### config.mk
export PLATFORM = sky130hd
export DESIGN_NAME = qrs_cycle_seq
export DESIGN_NICKNAME = d
export VERILOG_FILES = /design/src/rtl/qrs_pkg.sv /design/src/rtl/qrs_sync.sv /design/src/rtl/qrs_timer.sv /design/src/rtl/qrs_drive_latch.sv /design/src/rtl/qrs_cycle_seq.sv
export SDC_FILE = /design/constraint.sdc
export NUM_CORES = 1
export LEC_CHECK = 0
export ABC_AREA = 1
export BUFFER_PORTS_ARGS = -buffer_cell sky130_fd_sc_hd__buf_2
export CAP_MARGIN = 20
export CORE_AREA = 2 2 62 64
export DETAILED_ROUTE_END_ITERATION = 16
export DIE_AREA = 0 0 64 66
export PLACE_DENSITY_LB_ADDON = 0.3
export SLEW_MARGIN = 20
export SYNTH_ARGS = -nofsm -noshare
export SYNTH_HDL_FRONTEND = slang
export SYNTH_SLANG_ARGS = --single-unit
### constraint.sdc
create_clock -name clk -period 1.85 [get_ports clk]
set_input_delay 0.37 -clock clk [delete_from_list [all_inputs] [get_ports clk]]
set_output_delay 0.37 -clock clk [all_outputs]
set_load 0.02 [all_outputs]
### src/rtl/qrs_pkg.sv
package qrs_pkg;
  // Convert a duration in ns to clock cycles, rounding up.
  function automatic int ns2cyc(input int ns, input int clk_mhz);
    return (ns * clk_mhz + 999) / 1000;
  endfunction

  function automatic int imax(input int a, input int b);
    return (a > b) ? a : b;
  endfunction
endpackage

### src/rtl/qrs_sync.sv
module qrs_sync #(
  parameter int W = 3
) (
  input  logic         clk,
  input  logic         rst,
  input  logic [W-1:0] d_async,
  output logic [W-1:0] q
);
  logic [W-1:0] meta;

  // two flops per bit
  for (genvar i = 0; i < W; i++) begin : g_bit
    always_ff @(posedge clk) begin
      if (rst) begin
        meta[i] <= 1'b0;
        q[i]    <= 1'b0;
      end else begin
        meta[i] <= d_async[i];
        q[i]    <= meta[i];
      end
    end
  end
endmodule

### src/rtl/qrs_timer.sv
module qrs_timer #(
  parameter int MAXV = 400,
  localparam int CW  = $clog2(MAXV + 1)
) (
  input  logic          clk,
  input  logic          rst,
  input  logic          clr,
  input  logic [CW-1:0] thr,
  output logic          done
);
  logic [CW-1:0] cnt;

  always_ff @(posedge clk) begin
    if (rst || clr) begin
      cnt <= '0;
    end else if (cnt < CW'(MAXV)) begin
      cnt <= cnt + 1'b1;
    end
  end

  assign done = (cnt >= thr);
endmodule

### src/rtl/qrs_drive_latch.sv
module qrs_drive_latch (
  input  logic clk,
  input  logic rst,
  input  logic en,
  input  logic rst_lvl,
  input  logic set_edge,
  input  logic set_lvl,
  output logic drive_q
);
  // Reset level wins over both set paths.
  always_ff @(posedge clk) begin
    if (rst || !en) begin
      drive_q <= 1'b0;
    end else if (rst_lvl) begin
      drive_q <= 1'b0;
    end else if (set_edge || set_lvl) begin
      drive_q <= 1'b1;
    end
  end
endmodule

### src/rtl/qrs_cycle_seq.sv
module qrs_cycle_seq
  import qrs_pkg::*;
#(
  parameter int CLK_MHZ   = 50,
  parameter int LEB_NS    = 380,
  parameter int TOFF_A_NS = 8000,
  parameter int TOFF_B_NS = 4500,
  parameter int TMO_NS    = 5000
) (
  input  logic clk,
  input  logic rst,
  input  logic en,
  input  logic fast_sel,
  input  logic dmg_cmp,
  input  logic cs_cmp,
  input  logic skip_req,
  output logic drive_out
);
  localparam int LEB_C   = ns2cyc(LEB_NS, CLK_MHZ);
  localparam int TA_C    = ns2cyc(TOFF_A_NS, CLK_MHZ);
  localparam int TB_C    = ns2cyc(TOFF_B_NS, CLK_MHZ);
  localparam int TMO_C   = ns2cyc(TMO_NS, CLK_MHZ);
  localparam int OFF_MAX = imax(TA_C, TB_C) - 1;
  localparam int OFF_W   = $clog2(OFF_MAX + 1);
  localparam int LEB_W   = $clog2(LEB_C + 1);
  localparam int TMO_W   = $clog2(TMO_C);

  logic [2:0] sync_q;
  logic       dmg_s, cs_s, skip_s, dmg_d, dmg_edge;
  logic       drive_q, leb_done, off_done, tmo_done;
  logic [OFF_W-1:0] off_thr;

  qrs_sync #(.W(3)) sync_i (
    .clk(clk), .rst(rst),
    .d_async({skip_req, cs_cmp, dmg_cmp}),
    .q(sync_q)
  );
  assign dmg_s  = sync_q[0];
  assign cs_s   = sync_q[1];
  assign skip_s = sync_q[2];

  // valley event is the rising edge of the synchronised comparator
  always_ff @(posedge clk) begin
    if (rst) dmg_d <= 1'b0;
    else     dmg_d <= dmg_s;
  end
  assign dmg_edge = dmg_s & ~dmg_d;

  // blanking after turn-on
  qrs_timer #(.MAXV(LEB_C)) leb_i (
    .clk(clk), .rst(rst), .clr(!drive_q || !en),
    .thr(LEB_W'(LEB_C)), .done(leb_done)
  );

  // minimum off window, variant chosen at run time
  generate
    if (TA_C == TB_C) begin : g_one_off
      assign off_thr = OFF_W'(TA_C - 1);
    end else begin : g_two_off
      assign off_thr = fast_sel ? OFF_W'(TB_C - 1) : OFF_W'(TA_C - 1);
    end
  endgenerate

  qrs_timer #(.MAXV(OFF_MAX)) off_i (
    .clk(clk), .rst(rst), .clr(drive_q || !en),
    .thr(off_thr), .done(off_done)
  );

  // ringing-loss timeout, restarted by every valley edge
  qrs_timer #(.MAXV(TMO_C - 1)) tmo_i (
    .clk(clk), .rst(rst), .clr(drive_q || dmg_edge || !en),
    .thr(TMO_W'(TMO_C - 1)), .done(tmo_done)
  );

  qrs_drive_latch latch_i (
    .clk(clk), .rst(rst), .en(en),
    .rst_lvl(skip_s || (cs_s && (leb_done || !drive_q))),
    .set_edge(dmg_edge && off_done),
    .set_lvl(tmo_done && off_done),
    .drive_q(drive_q)
  );

  assign drive_out = drive_q;
endmodule

==> reports/results.ini, run 1 <==
[pwr]
p_leak_nw=0.7501
powerDensity_nw_per_um2=816.5
p_int_mw=1.136
switching_share_pct=19.59
seq_power_share_pct=46.8
pwr-share-comb_pct=4.1
peakVddDrop_mv=0.5235
p_sw_uw=276.7
pwr-share-clk_pct=49.1

[clock_network]
numCtsBuffers=5
cts_num_sinks=30
cts_resized=0
clkLatencyLatePin_ns=0.33
cts.clk_slew.worst_paths_ns=0.09
hold_buffers=0
clk_path_buf_depth=2
cts_tree=done
cts-htree-levels=2
cts-root-buf=clkbuf_4
post_cts_buffers=0

[sta]
min_period_ns=1.419
fin_ws_ns=0.4313
tightest_slew_ns=0.3435
clock.fmax_mhz=704.9
fin_tns_setup_ns=0
fin_crit_sh_pct=76.69
max_slew_margin_pct=76.89
hold_violations=0
finClkSkew_ns=0.003814
rsz0062_at_grt=false
setup_viol=0
slew_violations=0

[hold_path]
holdCritPathClass=in2reg

[synthesis]
synth_top_area_share_pct=39.12
synth_common_cells=inv_1 (39), nand2_1 (35), dfxtp_1 (30)
netlist_instances=210
synth-edff-count=0
ys_types=22
syn_area_um2=1535
ys_warn_count=0
ys_seq_area_share_pct=39.12
async_reset_ff_share_pct=0
synth_nets=229
synth.avg_cell_area_um2=7.311
synth_top_flop_cell=dfxtp_1
synth.area.top_cells=dfxtp_1 (39%), ha_1 (9.8%), inv_1 (9.5%)
yosysTopAreaCell=dfxtp_1
yosys.cell_count.top_type=inv_1
synth-seq-cells=30

[detailed_routing]
routedWlPerCell_um=9.559
drt-initial-drc-count=35
first_pass_iters=4
drc=0
wl_met2_um=1198
ant_nets=0
routed_wl_um=2600
viasPerCell=4.640
wl_met3_um=113
top_layer_used=met4
wirelength_met1_um=1233
vias=1262

[critical_path]
worstPathArrival_ns=1.70
cp.required_ns=2.13
end_kind=flop
path_class=reg2reg
worst_setup_path_start_kind=flop
path_max_fanout=6

[floorplan]
pin_count=8
fp.coreArea_um2=3551
start_util_pct=43.23
die_w_um=64
row_count=22
die_h_um=66
die_area_um2=4224

[place]
dpl_worst_slack_ns=0.4147
io_buffers=7
place_congestion=0.8340
hpwl_um=1954

[grt]
grt_pass1_vias=1227
grt_usage_pct=14.46
grt_max_degree=11
grt.overflow.total=0
grt_pass1_wl_um=4726
antenna_found_initial=0

[layout]
diodes=0
area_growth_pct=12.71
drive_above_1_share_pct=11.16
nets=242

[job]
cap_violations=0

[status]
status=complete, no violations

[power by group through the flow]
stage	Combinational, mW	Clock (mW)	Sequential (mW)
5_1_grt	0.0700	0.748	0.664
2_1_floorplan	0.0443	0	0.676
6_report	0.0579	0.693	0.662
4_1_cts	0.0591	0.720	0.662
3_5_place_dp	0.0585	0	0.677
3_3_place_gp	0.0574	0	0.677
[critical path: stages (launching register included)]
cell     delay (ns)
dfxtp_1        0.41
inv_1          0.08
ha_1           0.20
a21oi_1        0.14
nand2_1        0.15
inv_1          0.16
a21oi_1        0.05
o21ai_0        0.07
nand2_1        0.07
inv_1          0.05
[per-layer routing]
metal	vias up	GRT usage, %
li1	686	-
met1	548	15.16
met2	21	24.87
met3	7	5.622
met4	0	7.880
met5	-	0
[area by class of cell]
cell class | instances | area (um2)
fillers | 363 | 1821
multi-input cells | 138 | 767.0
flip-flops and latches | 30 | 600.6
inverters | 41 | 156.4
clock inverters | 2 | 60.06
well taps | 48 | 60.06
clock buffers | 6 | 51.30
repair buffers | 7 | 35.03
[cells by family (layout without fill, tap and decap cells)]
kind of cell | after synthesis | in the layout | share of synthesized area [%]
buf+inv | 42 | 56 | 10.92
fa+ha+maj | 12 | 12 | 9.780
simple gates | 86 | 86 | 25.18
compound gates | 33 | 33 | 11.00
flops | 30 | 30 | 39.12
xor+xnor | 7 | 7 | 3.994
[layout by cell type, fill, tap and decap left out, types with 3 or more instances in the layout]
cell type / instances
inv_1: 39
nand2_1: 35
dfxtp_1: 30
nor2_1: 26
a21oi_1: 20
nand3_1: 12
ha_1: 12
o21ai_0: 11
buf_2: 7
xor2_1: 6
clkbuf_4: 5
nand2_2: 3
nand4_1: 3
[registers in the layout (all words and copies together) (netlist names)]
signal,flops
off_i.cnt,9
latch_i.drive_q,1
tmo_i.cnt,8
sync_i.q,3
dmg_d,1
sync_i.meta,3
leb_i.cnt,5
[per-stage QoR]
stage                     instance area (um2)  utilization, %  instances  total power, mW  hold slack [ns]
after floorplan                          1535               -        210           0.7200           0.3883
after global placement                   1619           45.60        264           0.7340           0.3893
after detailed placement                 1619           45.60        264           0.7354           0.3963
after CTS                                1730           48.73        272            1.441           0.2155
after global routing                     1730           48.73        272            1.482           0.2126
final                                    1730           48.73        272            1.413           0.2385
[path summary, 6_finish.rpt]
check	start	endpoint	slack (ns)	depth (start not counted)
setup / recovery	tmo_i.cnt[0]$_SDFFE_PP0P_	tmo_i.cnt[5]$_SDFFE_PP0P_	0.43	9
hold / removal	dmg_cmp	sync_i.meta[0]$_SDFF_PP0_	0.24	3
setup reg to reg	tmo_i.cnt[0]$_SDFFE_PP0P_	tmo_i.cnt[5]$_SDFFE_PP0P_	0.43	9
hold reg to reg	sync_i.meta[0]$_SDFF_PP0_	sync_i.q[0]$_SDFF_PP0_	0.41	2
No activity file was read; power rests on OpenSTA's default activity.
==> run 2, diff against run 1 <==
- clock period: 1.85 -> 1.21 ns (I/O delays scaled with it)
==> reports/results.ini, run 2 (same netlist as run 1, synthesis figures left out) <==
[detailed_routing]
ant_nets=0
drt-initial-drc-count=72
routedWlPerCell_um=10.37
routed_wl_um=3090
vias=1385
first_pass_iters=4
viasPerCell=4.648
drc=0

[layout]
ff_latch_area_um2=614.3
diodes=0
max_flop_register=off_i.cnt
fillCellCount=324
largest_reg_flops=9
instances_no_fill=298
layout_commonest_cell=inv_1
area_growth_pct=31.70
final_cell_mix=inv_1 (34), nand2_1 (31), buf_4 (25)
stdcell_area_um2=2022
drive_above_1_share_pct=35.60
reg_top3=off_i.cnt x9, tmo_i.cnt x8, leb_i.cnt x5
multi_input_area_um2=893.4
nets=268

[clock_network]
numCtsBuffers=5
cts.clk_slew.worst_paths_ns=0.10
cts_num_sinks=30
cts-htree-levels=2
cts-root-buf=clkbuf_4
clk_path_buf_depth=2
hold_buffers=0
cts_tree=done
clkLatencyLatePin_ns=0.34

[sta]
slew_violations=0
setup_viol=2
fin_crit_sh_pct=101.7
max_slew_margin_pct=80.61
clock.fmax_mhz=812.5
min_period_ns=1.231
tightest_slew_ns=0.2898
finClkSkew_ns=0.01015
rsz0062_at_grt=true
hold_violations=0
fin_ws_ns=-0.02075

[critical_path]
worst_setup_path_start_kind=flop
path_max_fanout=5
cp.required_ns=1.49
worstPathArrival_ns=1.51
path_class=reg2reg
crit_start=off_i.cnt[0]$_SDFFE_PP0N_
r2r-start=off_i.cnt[0]$_SDFFE_PP0N_
cpPeakStageDelay_ns=0.34
path_common_cell=nand2_1
end_kind=flop
slowest_stage=dfxtp_2
cp_cell_sequence=inv_2, ha_1, inv_1, nand2_1, nand3_2, nand3_2, nand2_1, nand2_1, nand2_1, a21oi_1

[hold_path]
holdCritPathClass=in2reg
min_from=dmg_cmp

[grt]
grt.overflow.total=0
antenna_found_initial=0
grt_usage_pct=15.87
grt_pass1_wl_um=5140
grt_max_degree=11
grt_pass1_vias=1286

[pwr]
powerDensity_nw_per_um2=890.5
peakVddDrop_mv=0.7785
p_leak_nw=0.8658

[place]
hpwl_um=2190
dp.cells=283
dpl_cell_area_um2=1763
dpl_worst_slack_ns=-0.1023
io_buffers=7
place_congestion=0.8572

[floorplan]
die_area_um2=4224
start_util_pct=43.23
die_h_um=66
die_w_um=64
row_count=22
fp.coreArea_um2=3551
pin_count=8

[job]
cap_violations=0

[status]
status=finished, violations left
violations=negative setup slack

==> run 2: worst paths after layout <==
path / to / slack, ns / cells after the start
max: latch_i.drive_q$_SDFFE_PP0P_ / -0.02 / 10
min: sync_i.meta[0]$_SDFF_PP0_ / 0.09 / 3
max reg2reg: latch_i.drive_q$_SDFFE_PP0P_ / -0.02 / 10
min reg2reg: sync_i.q[1]$_SDFF_PP0_ / 0.41 / 2
==> run 2: per-layer routing <==
| layer | wire length, um | global-route usage (%) | up-vias |
|---|---|---|---|
| li1 | - | - | 741 |
| met4 | 41 | 7.065 | 0 |
| met1 | 1328 | 17.10 | 625 |
| met3 | 100 | 6.133 | 4 |
| met5 | 0 | 0 | - |
| met2 | 1619 | 27.47 | 15 |
==> run 2: worst max-delay path: cells and delay by family, from the launching register on <==
family / cells / cell delay, ns
buffers and inverters: 2 / 0.11
AO/OA/AOI/OAI: 1 / 0.10
flip-flops: 1 / 0.34
adder cells (fa/ha/maj): 1 / 0.28
AND/OR/NAND/NOR: 6 / 0.34
==> run 2: power by group <==
part           internal (mW)  leakage, nW  switching (mW)
combinational         0.0612        0.584          0.0738
sequential              1.00        0.248         0.00760
clock                  0.279       0.0343           0.377
==> run 2: what timing repair did <==
item,CTS,global route
setup endpoints to repair,13,19
buffers inserted,0,7
cloned,0,0
pin swaps,5,9
resized for setup,13,31
==> run 2: final cells by class <==
| cell class | instances | share of cell area (%) |
|---|---|---|
| Clock buffer | 6 | 2.537 |
| Clock inverter | 2 | 0.6188 |
| Sequential cell | 30 | 30.38 |
| Inverter | 41 | 7.735 |
| Tap cell | 48 | 2.970 |
| Timing Repair Buffer | 33 | 11.57 |
| Multi-Input combinational cell | 138 | 44.18 |
==> run 2: through the flow <==
stage          TNS (ns)  power, mW  util (%)  hold WS [ns]
2_1_floorplan         0      1.101         -        0.3490
3_3_place_gp    -0.3300      1.140     49.65        0.3891
3_5_place_dp    -0.4311      1.145     49.65        0.3923
4_1_cts        -0.04924      1.809     52.61       0.08488
5_1_grt         -0.9363      1.903     56.94       0.07627
6_report       -0.02539      1.800     56.94       0.09482
